`config.mk`:
```
export PLATFORM = sky130hd
export DESIGN_NAME = sd_cmd_tx
export DESIGN_NICKNAME = d
export VERILOG_FILES = /design/src/rtl/sd_cmd_pkg.sv /design/src/rtl/sd_cmd_classifier.sv /design/src/rtl/sd_crc_serial.sv /design/src/rtl/sd_cmd_tx.sv
export SDC_FILE = /design/constraint.sdc
export NUM_CORES = 1
export LEC_CHECK = 0
export ABC_AREA = 1
export BUFFER_PORTS_ARGS = -buffer_cell sky130_fd_sc_hd__buf_4
export CORE_ASPECT_RATIO = 1.2
export CORE_UTILIZATION = 30
export CTS_CLUSTER_SIZE = 14
export DETAILED_ROUTE_END_ITERATION = 7
export GPL_ROUTABILITY_DRIVEN = 0
export PLACE_DENSITY = 0.52
export SLEW_MARGIN = 20
export SYNTH_ARGS = -nofsm -noshare
export SYNTH_HDL_FRONTEND = slang
export SYNTH_HIERARCHICAL = 1
export SYNTH_SLANG_ARGS = --single-unit
export TNS_END_PERCENT = 30
```
`constraint.sdc`:
```
create_clock -name clk -period 1.3 [get_ports clk]
set_input_delay 0.065 -clock clk [delete_from_list [all_inputs] [get_ports clk]]
set_output_delay 0.065 -clock clk [all_outputs]
set_load 0.02 [all_outputs]
```
`src/rtl/sd_cmd_pkg.sv`:
```
package sd_cmd_pkg;

  typedef struct packed {
    logic [2:0] resp;
    logic       data;
    logic       write;
    logic       busy;
  } cmd_class_t;

  localparam cmd_class_t CLASS_RESET = '{resp: 3'd0, data: 1'b0, write: 1'b0, busy: 1'b0};

  typedef enum logic [1:0] {
    PH_HDR,
    PH_CRC,
    PH_END
  } tx_phase_e;

endpackage

```
`src/rtl/sd_cmd_classifier.sv`:
```
module sd_cmd_classifier
  import sd_cmd_pkg::*;
#(
  parameter int IDX_W = 6
) (
  input  logic [IDX_W-1:0] idx_i,
  input  logic             app_i,
  output cmd_class_t       cls_o
);

  always_comb begin
    cls_o = '{resp: 3'd1, data: 1'b0, write: 1'b0, busy: 1'b0};
    if (app_i) begin
      if (idx_i == IDX_W'(41)) cls_o.resp = 3'd3;
      case (idx_i)
        IDX_W'(13), IDX_W'(22), IDX_W'(51): cls_o.data = 1'b1;
        default: ;
      endcase
    end else begin
      case (idx_i)
        IDX_W'(0), IDX_W'(4), IDX_W'(15): cls_o.resp = 3'd0;
        IDX_W'(1):                        cls_o.resp = 3'd3;
        IDX_W'(2), IDX_W'(9), IDX_W'(10): cls_o.resp = 3'd2;
        IDX_W'(3):                        cls_o.resp = 3'd6;
        IDX_W'(5):                        cls_o.resp = 3'd4;
        IDX_W'(8):                        cls_o.resp = 3'd7;
        IDX_W'(52):                       cls_o.resp = 3'd5;
        default: ;
      endcase
      case (idx_i)
        IDX_W'(11), IDX_W'(17), IDX_W'(18): cls_o.data = 1'b1;
        IDX_W'(20), IDX_W'(24), IDX_W'(25), IDX_W'(26), IDX_W'(27), IDX_W'(42): begin
          cls_o.data  = 1'b1;
          cls_o.write = 1'b1;
        end
        default: ;
      endcase
      case (idx_i)
        IDX_W'(7), IDX_W'(12): cls_o.busy = 1'b1;
        default: ;
      endcase
    end
  end

endmodule

```
`src/rtl/sd_crc_serial.sv`:
```
module sd_crc_serial #(
  parameter int             CRC_W = 7,
  parameter logic [CRC_W-1:0] POLY = 7'h09
) (
  input  logic clk,
  input  logic rst_n,
  input  logic clr_i,
  input  logic feed_i,
  input  logic drain_i,
  input  logic din_i,
  output logic msb_o
);

  logic [CRC_W-1:0] crc_q, crc_d;
  logic             fb;

  assign fb    = din_i ^ crc_q[CRC_W-1];
  assign msb_o = crc_q[CRC_W-1];

  always_comb begin
    crc_d = crc_q;
    if (clr_i) begin
      crc_d = '0;
    end else if (feed_i) begin
      crc_d = {crc_q[CRC_W-2:0], 1'b0} ^ (fb ? POLY : '0);
    end else if (drain_i) begin
      crc_d = {crc_q[CRC_W-2:0], 1'b0};
    end
  end

  always_ff @(posedge clk or negedge rst_n) begin
    if (!rst_n) crc_q <= '0;
    else        crc_q <= crc_d;
  end

endmodule

```
`src/rtl/sd_cmd_tx.sv`:
```
module sd_cmd_tx
  import sd_cmd_pkg::*;
#(
  parameter int IDX_W = 6,
  parameter int ARG_W = 32,
  parameter int CRC_W = 7,
  parameter logic [CRC_W-1:0] CRC_POLY = 7'h09
) (
  input  logic             clk,
  input  logic             rst_n,
  input  logic             clk_en_i,
  input  logic             start_i,
  input  logic [IDX_W-1:0] cmd_index_i,
  input  logic [ARG_W-1:0] cmd_arg_i,
  input  logic             app_cmd_i,
  output logic             ready_o,
  output logic             cmd_o,
  output logic [2:0]       resp_type_o,
  output logic             has_data_o,
  output logic             is_write_o,
  output logic             busy_exp_o
);

  localparam int HDR_W   = 2 + IDX_W + ARG_W;
  localparam int FRAME_W = HDR_W + CRC_W + 1;
  localparam int CNT_W   = $clog2(FRAME_W);
  localparam logic [CNT_W-1:0] HDR_LAST = CNT_W'(HDR_W - 1);
  localparam logic [CNT_W-1:0] CRC_LAST = CNT_W'(HDR_W + CRC_W - 1);

  logic             busy_q, busy_d;
  logic [CNT_W-1:0] cnt_q, cnt_d;
  logic [HDR_W-1:0] hdr_q, hdr_d;
  logic             cmd_q, cmd_d;
  cmd_class_t       cls_q, cls_d, cls_dec;
  tx_phase_e        phase;
  logic             accept, step, crc_msb;

  sd_cmd_classifier #(.IDX_W(IDX_W)) u_class (
    .idx_i (cmd_index_i),
    .app_i (app_cmd_i),
    .cls_o (cls_dec)
  );

  assign accept = start_i && !busy_q;
  assign step   = busy_q && clk_en_i;

  always_comb begin
    if (cnt_q <= HDR_LAST)      phase = PH_HDR;
    else if (cnt_q <= CRC_LAST) phase = PH_CRC;
    else                        phase = PH_END;
  end

  sd_crc_serial #(.CRC_W(CRC_W), .POLY(CRC_POLY)) u_crc (
    .clk     (clk),
    .rst_n   (rst_n),
    .clr_i   (accept),
    .feed_i  (step && (phase == PH_HDR)),
    .drain_i (step && (phase == PH_CRC)),
    .din_i   (hdr_q[HDR_W-1]),
    .msb_o   (crc_msb)
  );

  always_comb begin
    busy_d = busy_q;
    cnt_d  = cnt_q;
    hdr_d  = hdr_q;
    cmd_d  = cmd_q;
    cls_d  = cls_q;
    if (accept) begin
      busy_d = 1'b1;
      cnt_d  = '0;
      hdr_d  = {1'b0, 1'b1, cmd_index_i, cmd_arg_i};
      cls_d  = cls_dec;
    end else if (step) begin
      cnt_d = cnt_q + 1'b1;
      unique case (phase)
        PH_HDR: begin
          cmd_d = hdr_q[HDR_W-1];
          hdr_d = {hdr_q[HDR_W-2:0], 1'b0};
        end
        PH_CRC: cmd_d = crc_msb;
        default: begin
          cmd_d  = 1'b1;
          busy_d = 1'b0;
        end
      endcase
    end
  end

  always_ff @(posedge clk or negedge rst_n) begin
    if (!rst_n) begin
      busy_q <= 1'b0;
      cnt_q  <= '0;
      hdr_q  <= '0;
      cmd_q  <= 1'b1;
      cls_q  <= CLASS_RESET;
    end else begin
      busy_q <= busy_d;
      cnt_q  <= cnt_d;
      hdr_q  <= hdr_d;
      cmd_q  <= cmd_d;
      cls_q  <= cls_d;
    end
  end

  assign ready_o     = !busy_q;
  assign cmd_o       = cmd_q;
  assign resp_type_o = cls_q.resp;
  assign has_data_o  = cls_q.data;
  assign is_write_o  = cls_q.write;
  assign busy_exp_o  = cls_q.busy;

endmodule

```
== Word-level counts from Yosys, hierarchy flattened ==
Cells that the tools add are included.

* Logic and storage cells: 85
* Output and inout port bits: 8
* Input bits: 43
* Flip-flop bits (word level): 61

* Bitwise operators: 3
* $lt $le $gt $ge: 2
* Equality and inequality tests: 27
* $add $sub $neg: 1
* Reductions and logical operators: 20
* Mux-type cells: 23

{| class="wikitable"
|+ Operators by type and width
! kind !! number
|-
| $mux W40 || 3
|-
| $eq A6 B5 Y1 const B || 8
|-
| $eq A6 B4 Y1 const B || 7
|-
| $eq A6 B6 Y1 const B || 4
|-
| $mux W7 || 3
|-
| $pmux W3 S7 || 1
|-
| $eq A6 B3 Y1 const B || 3
|-
| $eq A6 B2 Y1 const B || 2
|-
| $le A6 B6 Y1 const B || 2
|-
| $mux W6 || 2
|-
| $reduce_or A3 Y1 || 3
|-
| $reduce_or A9 Y1 || 1
|-
| $mux W2 || 4
|-
| $mux W4 || 2
|-
| $mux W1 || 7
|-
| $xor A7 B7 Y7 || 1
|-
| $add A6 B1 Y6 const B || 1
|-
| $eq A6 B1 Y1 const B || 1
|-
| $logic_not A6 Y1 || 1
|-
| $reduce_and A2 Y1 || 3
|-
| $reduce_or A6 Y1 || 1
|-
| $logic_and A1 B1 Y1 || 4
|-
| $reduce_bool A2 Y1 || 2
|-
| $reduce_or A2 Y1 || 2
|-
| other kinds (8) || 8
|}

== Depth between registers and ports, before layout ==
Gate-level depths: netlist (run 1).

* Depth in word-level cells: 8
* Gate-level depth with buffers: 11
* Mapped depth without buffers: 11

== Cells and area by module ==
Netlist (run 1), hierarchy kept.

{| class="wikitable"
|+ By module, submodules not included
! module !! area an instance (um2) !! times used !! sequential area each (um2) !! cells each
|-
| sd_cmd_tx || 2,546.2 || 1 || 1,352.5 || 305
|-
| sd_cmd_classifier || 327.8 || 1 || 0.0 || 73
|-
| sd_crc_serial || 320.3 || 1 || 175.2 || 35
|}

== Worst setup path before layout (run 1) ==
OpenSTA, ideal clock, no wires.

* Kind: reg2reg
* From: register cnt_q[0]
* To: register u_crc.crc_q[1]
* Required time: 1.218 ns
* Stages on the path, launching flop included: 11
* Arrival: 1.279 ns
* Slack: -0.062 ns
* Library setup time: 0.082 ns
* Cell sequence: dfrtp_1 -> inv_1 -> ha_1 -> nand3_1 -> nand2_1 -> nand2_1 -> nor2_1 -> inv_1 -> a21oi_4 -> inv_2 -> o22ai_1

* Longest elaborated chain between the ends: 7

{| class="wikitable"
|+ RTL lines
! what !! RTL line !! text
|-
| start: declaration || sd_cmd_tx.sv:31 || <nowiki>logic [CNT_W-1:0] cnt_q, cnt_d;</nowiki>
|-
| start signal: assignment || sd_cmd_tx.sv:99 || <nowiki>cnt_q <= cnt_d;</nowiki>
|-
| $le A6 B6 Y1 || sd_cmd_tx.sv:49 || <nowiki>else if (cnt_q <= CRC_LAST) phase = PH_CRC;</nowiki>
|-
| $mux W2 || sd_cmd_tx.sv:49 ||
|-
| $mux W2 * || sd_cmd_tx.sv:48 || <nowiki>if (cnt_q <= HDR_LAST) phase = PH_HDR;</nowiki>
|-
| $logic_not A2 Y1 || sd_cmd_tx.sv:57 || <nowiki>.feed_i (step && (phase == PH_HDR)),</nowiki>
|-
| $logic_and A1 B1 Y1 || sd_cmd_tx.sv:57 ||
|-
| $mux W7 || sd_crc_serial.sv:24 || <nowiki>end else if (feed_i) begin</nowiki>
|-
| $mux W7 || sd_crc_serial.sv:22 || <nowiki>if (clr_i) begin</nowiki>
|-
| end signal: assignment || sd_crc_serial.sv:33 || <nowiki>else crc_q <= crc_d;</nowiki>
|-
| end: declaration || sd_crc_serial.sv:14 || <nowiki>logic [CRC_W-1:0] crc_q, crc_d;</nowiki>
|}

Every way passes the cells marked *; elsewhere a longest branch is shown, timed or not.
A chain may end at the register's enable or synchronous reset.

== Worst setup path after layout (run 1) ==
* From: register cnt_q[4]
* To: register busy_q

* Longest elaborated chain between the ends: 7

{| class="wikitable"
|+ RTL lines
! what !! RTL line !! text
|-
| $le A6 B6 Y1 || sd_cmd_tx.sv:49 ||
|-
| $mux W2 || sd_cmd_tx.sv:49 ||
|-
| $mux W2 * || sd_cmd_tx.sv:48 ||
|-
| $eq A2 B1 Y1 or $logic_not A2 Y1 (tied branches) || sd_cmd_tx.sv:76 || <nowiki>unique case (phase)</nowiki>
|-
| $reduce_or A2 Y1 (no source line) * || -- ||
|-
| $ne A2 B1 Y1 (no source line) * || -- ||
|-
| $reduce_and A2 Y1 (no source line) * || -- ||
|-
| end signal: assignment || sd_cmd_tx.sv:98 || <nowiki>busy_q <= busy_d;</nowiki>
|-
| end: declaration || sd_cmd_tx.sv:30 || <nowiki>logic busy_q, busy_d;</nowiki>
|}

Marks and branches as above.

==> results of run 1 <==
[per-layer routing]
layer,up-vias,track usage [%],part of all wire [%]
met2,55,24.8,49
met5,-,0,0
met3,10,3.77,4.3
met4,0,5.57,1.4
met1,1446,18.7,46
li1,1507,-,-
[how the worst max path moves through the flow]
stage / from / to / slack [ns]
2_1_floorplan: cnt_q[0] / u_crc/crc_q[1] / -0.04
3_3_place_gp: cnt_q[0] / u_crc/crc_q[6] / -0.06
3_5_place_dp: cnt_q[0] / u_crc/crc_q[5] / -0.12
4_1_cts: cnt_q[4] / u_crc/crc_q[0] / -0.12
5_1_grt: cnt_q[3] / u_crc/crc_q[6] / -0.25
6_report: cnt_q[4] / busy_q / -0.15
[state kept, by name, summed over array words and instances, names as in the netlist]
register,flops
busy_exp_o,1
busy_q,1
hdr_q,40
cnt_q,6
cmd_o,1
resp_type_o,3
is_write_o,1
u_crc/crc_q,7
has_data_o,1
[cell type report]
type / instances / area share, %
clock buffers: 11 / 5.07
clock inverters: 5 / 1.64
inverters: 43 / 3.79
multi-input cells: 291 / 33.9
flip-flops and latches: 61 / 33.4
well taps: 126 / 3.44
repair buffers: 91 / 18.8
[logic make-up (layout without fill, tap and decap cells)]
kind of cell,after synthesis,after routing
AO/OA/AOI/OAI,63,63
adder cells (fa/ha/maj),2,2
buffers and inverters,61,150
flip-flops,61,61
AND/OR/NAND/NOR,226,226
[synth_stat cells (4+ instances only)]
library cell,number
o21ai_0,7
nor2_2,4
nand3_1,17
nand2_1,138
buf_2,9
o22ai_1,8
inv_1,35
nand2_4,4
buf_4,4
inv_2,7
dfrtp_1,60
nor2_1,52
a31oi_1,37
buf_6,4
[stage by stage]
stage | setup WS, ns | instance area, sq um | power, uW
finish | -0.148 | 4590 | 8090
global route | -0.251 | 4590 | 8640
CTS | -0.117 | 4300 | 7740
detailed placement | -0.118 | 3870 | 5060
global placement | -0.0630 | 3870 | 4990
floorplan | -0.0447 | 3190 | 4320
[worst min-delay path, cell delays in order]
cell and delay, ns:
buf_4 0.11, nand2_1 0.05, a31oi_1 0.07
[what timing repair did]
action	in CTS	in global routing
resized for setup	13	36
setup endpoints to repair	47	57
setup buffers	5	3
endpoints found under the hold margin	52	0
pin swaps	7	10
cloned	0	5
hold buffers	3	0
[report_power, final]
part	leakage, uW	switching [uW]	total [uW]	internal [uW]
logic	0.00138	1240	2480	1240
clock network	0.000153	849	2520	1670
registers	0.000661	461	3100	2640
==> results.py, run 1 <==
metrics = {
    "sta": {
        "slew_headroom_pct": 76.7,
        "hold_viol": 0,
        "setup_viol": 38,
        "hold_slack_ns": 0.00890,
        "fin_worst_skew_ns": 0.00528,
        "worst_slew_pin_slew_ns": 0.349,
        "rsz0062_at_grt": "yes",
        "layout_min_cycle_time_ns": 1.45,
        "fin_tns_setup_ns": -1.58,
        "slew_viol_final": 0,
        "max_freq_mhz": 691,
        "fin_ws_ns": -0.148,
        "layout_worst_path_cycle_share_pct": 111,
    },
    "layout": {
        "fin_util_pct": 45.2,
        "n_fill_cell": 976,
        "fin_nets": 542,
        "final_common_cell": "nand2_1",
        "multi_input_comb_area_sq_um": 1550,
        "final_cell_mix": "nand2_1 (134), buf_4 (74), dfrtp_1 (57)",
        "drive_gt1_share_pct": 31.9,
        "seq_area_sq_um": 1530,
        "area_growth_pct": 43.7,
        "instances_no_fill": 628,
        "antennaDiodeCount": 0,
    },
    "synth": {
        "synthCells": 413,
        "synth_top_family_by_area": "simple AND/OR/NAND/NOR gates",
        "synth.area.top_cells": "dfrtp_1 (47%), nand2_1 (16%), a31oi_1 (7.2%), nor2_1 (6.1%), inv_1 (4.1%)",
        "yosys.area.top_type_share_pct": 47.0,
        "synthAdderAreaFrac_pct": 0.783,
        "synth.largest_area_cell": "dfrtp_1",
        "synthArstFlopShare_pct": 100,
        "ys_seq_area_share_pct": 47.8,
        "synthSimpleGateAreaFrac_pct": 29.8,
        "avgSynthCellArea_sq_um": 7.73,
        "synth_nets": 458,
        "yosys_warnings": 6,
        "synthDistinctLibCells": 32,
        "synth_compound_area_share_pct": 12.5,
        "muxShareOfSynthArea_pct": 0,
        "syn_area_sq_um": 3190,
        "synth_edf_count": 0,
        "ys.flop_type": "dfrtp_1",
        "synthXorXnorAreaFrac_pct": 0,
        "ys_seq_elements": 61,
    },
    "drt": {
        "via_per_inst": 4.81,
        "first_pass_iters": 5,
        "wl_per_cell_um": 13.2,
        "drt_wl_total_mm": 8.31,
        "post-route-drc-count": 0,
        "first_iter_violations": 132,
        "ant_nets": 0,
        "via_count": 3018,
    },
    "worst_hold_path": {
        "holdCritPathClass": "primary input to flip-flop",
        "whs_path_depth": 3,
        "worstHoldStart": "cmd_arg_i[8]",
        "whs_endpoint": "hdr_q[8]",
    },
    "run_status": {
        "violations": "negative setup slack",
        "status": "finished, violations left",
    },
    "pwr": {
        "p_leak_uw": 0.00220,
        "power_density_nw_per_um2": 1760,
        "vdd_ir_drop_max_mv": 0.661,
    },
    "global_route": {
        "grt_use_total_pct": 15.0,
        "grt_max_degree": 30,
        "grt_pass1_vias": 2822,
        "grt_antenna_before_repair": 0,
        "overflow": 0,
        "grt_pass1_wl_mm": 12.7,
    },
    "clock_tree": {
        "clkSinkCount": 61,
        "clk_path_buf_depth": 2,
        "clk-insertion-delay-late_ns": 0.33,
        "htreeDepth": 3,
        "numCtsBuffers": 9,
        "cts_tree": "yes",
        "clkTransAtPathRegs_ns": 0.05,
        "clockRootBuffer": "clkbuf_16",
    },
    "floorplan": {
        "fp.dieH_um": 115,
        "die_area_sq_um": 11100,
        "start_util_pct": 31.4,
        "fp.dieW_um": 96.2,
        "coreArea_sq_um": 10200,
        "io_pins": 51,
        "fp-row-count": 40,
    },
    "flow_run": {
        "max-cap-violations": 0,
    },
    "critical_path": {
        "r2r-start": "cnt_q[4]",
        "crit_slowest_cell": "dfrtp_2",
        "arrival_ns": 1.67,
        "reg2reg_to": "busy_q",
        "rr_worst_depth": 9,
        "cp_max_fo": 4,
        "required_ns": 1.52,
        "worstPathCellList": "nor2_4 > nand3_2 > nand2_2 > nand2_2 > buf_4 > buf_6 > buf_4 > o22ai_2 > inv_1",
        "crit_type": "flip-flop to flip-flop",
        "path_buf_inv": 4,
        "cpLargestDelayFamily": "flip-flops",
        "reg2reg_slack_ns": -0.15,
        "crit_cells": 9,
        "cp_slowest_stage_delay_ns": 0.45,
        "cp-start-kind": "flip-flop",
        "end_kind": "flip-flop",
    },
    "placed_design": {
        "placed_cells": 597,
        "hpwlAfterDp_mm": 5.27,
        "io_buffers": 50,
    },
}
Note: power is estimated with default switching activity, not from simulation.
==> run 2, diff against run 1 <==
--- a/config.mk
+++ b/config.mk
@@ -8,11 +8,11 @@
 export ABC_AREA = 1
 export BUFFER_PORTS_ARGS = -buffer_cell sky130_fd_sc_hd__buf_4
 export CORE_ASPECT_RATIO = 1.2
-export CORE_UTILIZATION = 30
+export CORE_UTILIZATION = 49
 export CTS_CLUSTER_SIZE = 14
 export DETAILED_ROUTE_END_ITERATION = 7
 export GPL_ROUTABILITY_DRIVEN = 0
-export PLACE_DENSITY = 0.52
+export PLACE_DENSITY = 0.73
 export SLEW_MARGIN = 20
 export SYNTH_ARGS = -nofsm -noshare
 export SYNTH_HDL_FRONTEND = slang
==> run 2 against run 1 <==
Net effect: the run still ends with negative setup slack left; power is 11% lower; combinational power hardly changed; clock power is 35% lower; critical path depth stayed put; setup slack better by 0.020 ns; via count is 2.4% higher; critical endpoint is now u_crc/crc_q[1]; highest routed layer unchanged.
==> results.py, run 2 (synthesis results as in run 1) <==
metrics = {
    "critical_path": {
        "cp_slowest_stage_delay_ns": 0.44,
        "arrival_ns": 1.68,
        "required_ns": 1.55,
        "end_kind": "flip-flop",
        "worstPathCellList": "nor2_2 > nand3_2 > nand2_2 > nand2_2 > nor2_2 > inv_2 > a21oi_4 > inv_2 > o22ai_1",
        "cp-start-kind": "flip-flop",
        "cp_max_fo": 4,
        "crit_slowest_cell": "dfrtp_2",
        "crit_type": "flip-flop to flip-flop",
    },
    "pwr": {
        "totalPowerFinal_uw": 7230,
        "vdd_ir_drop_max_mv": 1.01,
        "p_leak_uw": 0.00212,
        "combPwrFrac_pct": 34.5,
        "p_sw_share_pct": 34.0,
        "p_int_uw": 4770,
        "power_switching_uw": 2460,
        "clkPwrFrac_pct": 22.6,
        "power_frac_seq_pct": 42.9,
        "power_density_nw_per_um2": 1650,
    },
    "floorplan": {
        "coreArea_sq_um": 6170,
        "fp-row-count": 31,
        "fp.dieH_um": 90.4,
        "start_util_pct": 51.8,
        "fp.dieW_um": 75.7,
        "die_area_sq_um": 6850,
        "io_pins": 51,
    },
    "clock_tree": {
        "clk-insertion-delay-late_ns": 0.33,
        "htreeDepth": 3,
        "cts_tree": "yes",
        "numCtsBuffers": 9,
        "clockRootBuffer": "clkbuf_8",
        "clkSinkCount": 61,
        "clk_path_buf_depth": 2,
        "clkTransAtPathRegs_ns": 0.07,
    },
    "layout": {
        "largest_reg_flops": 40,
        "top_register": "hdr_q",
        "area_growth_pct": 37.5,
        "n_fill_cell": 474,
        "antennaDiodeCount": 0,
        "drive_gt1_share_pct": 30.7,
        "reg_top3": "hdr_q x40, u_crc/crc_q x7, cnt_q x6",
        "fin_nets": 540,
        "final_common_cell": "nand2_1",
        "final_cell_mix": "nand2_1 (134), buf_4 (66), dfrtp_1 (57)",
    },
    "run_status": {
        "status": "finished, violations left",
        "violations": "negative setup slack",
    },
    "sta": {
        "layout_min_cycle_time_ns": 1.43,
        "hold_viol": 0,
        "fin_worst_skew_ns": 0.00992,
        "slew_viol_final": 0,
        "setup_viol": 45,
        "worst_slew_pin_slew_ns": 0.333,
        "fin_tns_setup_ns": -2.26,
        "fin_ws_ns": -0.128,
        "layout_worst_path_cycle_share_pct": 110,
        "max_freq_mhz": 700,
        "rsz0062_at_grt": "yes",
        "slew_headroom_pct": 77.8,
    },
    "flow_run": {
        "max-cap-violations": 0,
    },
    "global_route": {
        "grt_antenna_before_repair": 0,
        "overflow": 0,
        "grt_pass1_vias": 2758,
        "grt_use_total_pct": 22.9,
        "grt_pass1_wl_mm": 12.1,
        "grt_max_degree": 39,
    },
    "drt": {
        "via_count": 3089,
        "wl_per_cell_um": 14.0,
        "first_pass_iters": 5,
        "drt_wl_total_mm": 8.11,
        "via_per_inst": 5.32,
        "ant_nets": 0,
        "first_iter_violations": 166,
        "post-route-drc-count": 0,
    },
    "worst_hold_path": {
        "holdCritPathClass": "primary input to flip-flop",
    },
    "placed_design": {
        "io_buffers": 50,
        "hpwlAfterDp_mm": 4.67,
    },
}
-- run 2: final cells by class --
class,instances,area [sq um],share of cell area [%]
Clock inverter,4,48.8,1.11
Sequential cell,61,1530,34.9
Tap cell,82,103,2.34
Multi-Input combinational cell,291,1550,35.2
Clock buffer,11,141,3.22
Inverter,43,169,3.85
Timing Repair Buffer,89,853,19.4
-- run 2: metal layers --
layer | wire length, um | up-vias | share of wire (%) | GRT usage, %
met5 | 0 | - | 0 | 0
li1 | - | 1503 | - | -
met4 | 113 | 0 | 1.4 | 7.10
met1 | 3420 | 1475 | 42 | 29.7
met3 | 413 | 10 | 5.1 | 5.02
met2 | 4160 | 101 | 51 | 37.4
-- run 2: final timing paths --
check,startpoint,end,slack (ns),cells after the start
min in group asynchronous,rst_n,hdr_q[9],0.17,2
max reg2reg,cnt_q[4],u_crc/crc_q[1],-0.13,9
max in group asynchronous,rst_n,cmd_o,0.57,3
max,cnt_q[4],u_crc/crc_q[1],-0.13,9
min reg2reg,cmd_o,cmd_o,0.47,2
min,cmd_arg_i[3],hdr_q[3],0.01,3
-- run 2: critical path, delay by kind of cell, from the launching register on --
| kind | cells | cell delay, ns |
|---|---|---|
| simple gates | 5 | 0.46 |
| flops | 1 | 0.44 |
| compound gates | 2 | 0.27 |
| buf+inv | 2 | 0.17 |
-- run 2: what timing repair did --
item,4_1_cts,5_1_grt
buffers inserted,3,3
hold buffers,9,0
pin swaps,5,5
gates resized for setup,11,40
hold endpoints to repair,68,0
gates cloned,1,5
setup endpoints to repair,32,51
-- run 2: power groups by stage --
stage | clock [uW] | combinational [uW] | sequential, uW
after global routing | 1740 | 2770 | 3180
after global placement | 0 | 1860 | 3030
after floorplan | 0 | 1310 | 3010
final | 1640 | 2490 | 3100
after CTS | 1670 | 2070 | 3030
after detailed placement | 0 | 1930 | 3050
-- run 2: through the flow --
step	setup slack [ns]	cell area, sq um	std cells	util (%)	hold WS (ns)
6_report	-0.128	4390	581	71.2	0.0102
5_1_grt	-0.250	4390	581	71.2	0.00964
4_1_cts	-0.0938	4110	573	66.6	0.000371
3_5_place_dp	-0.0873	3750	545	60.7	-0.0125
3_3_place_gp	-0.0459	3750	545	60.7	-0.0115
2_1_floorplan	-0.0447	3190	413	-	-0.231
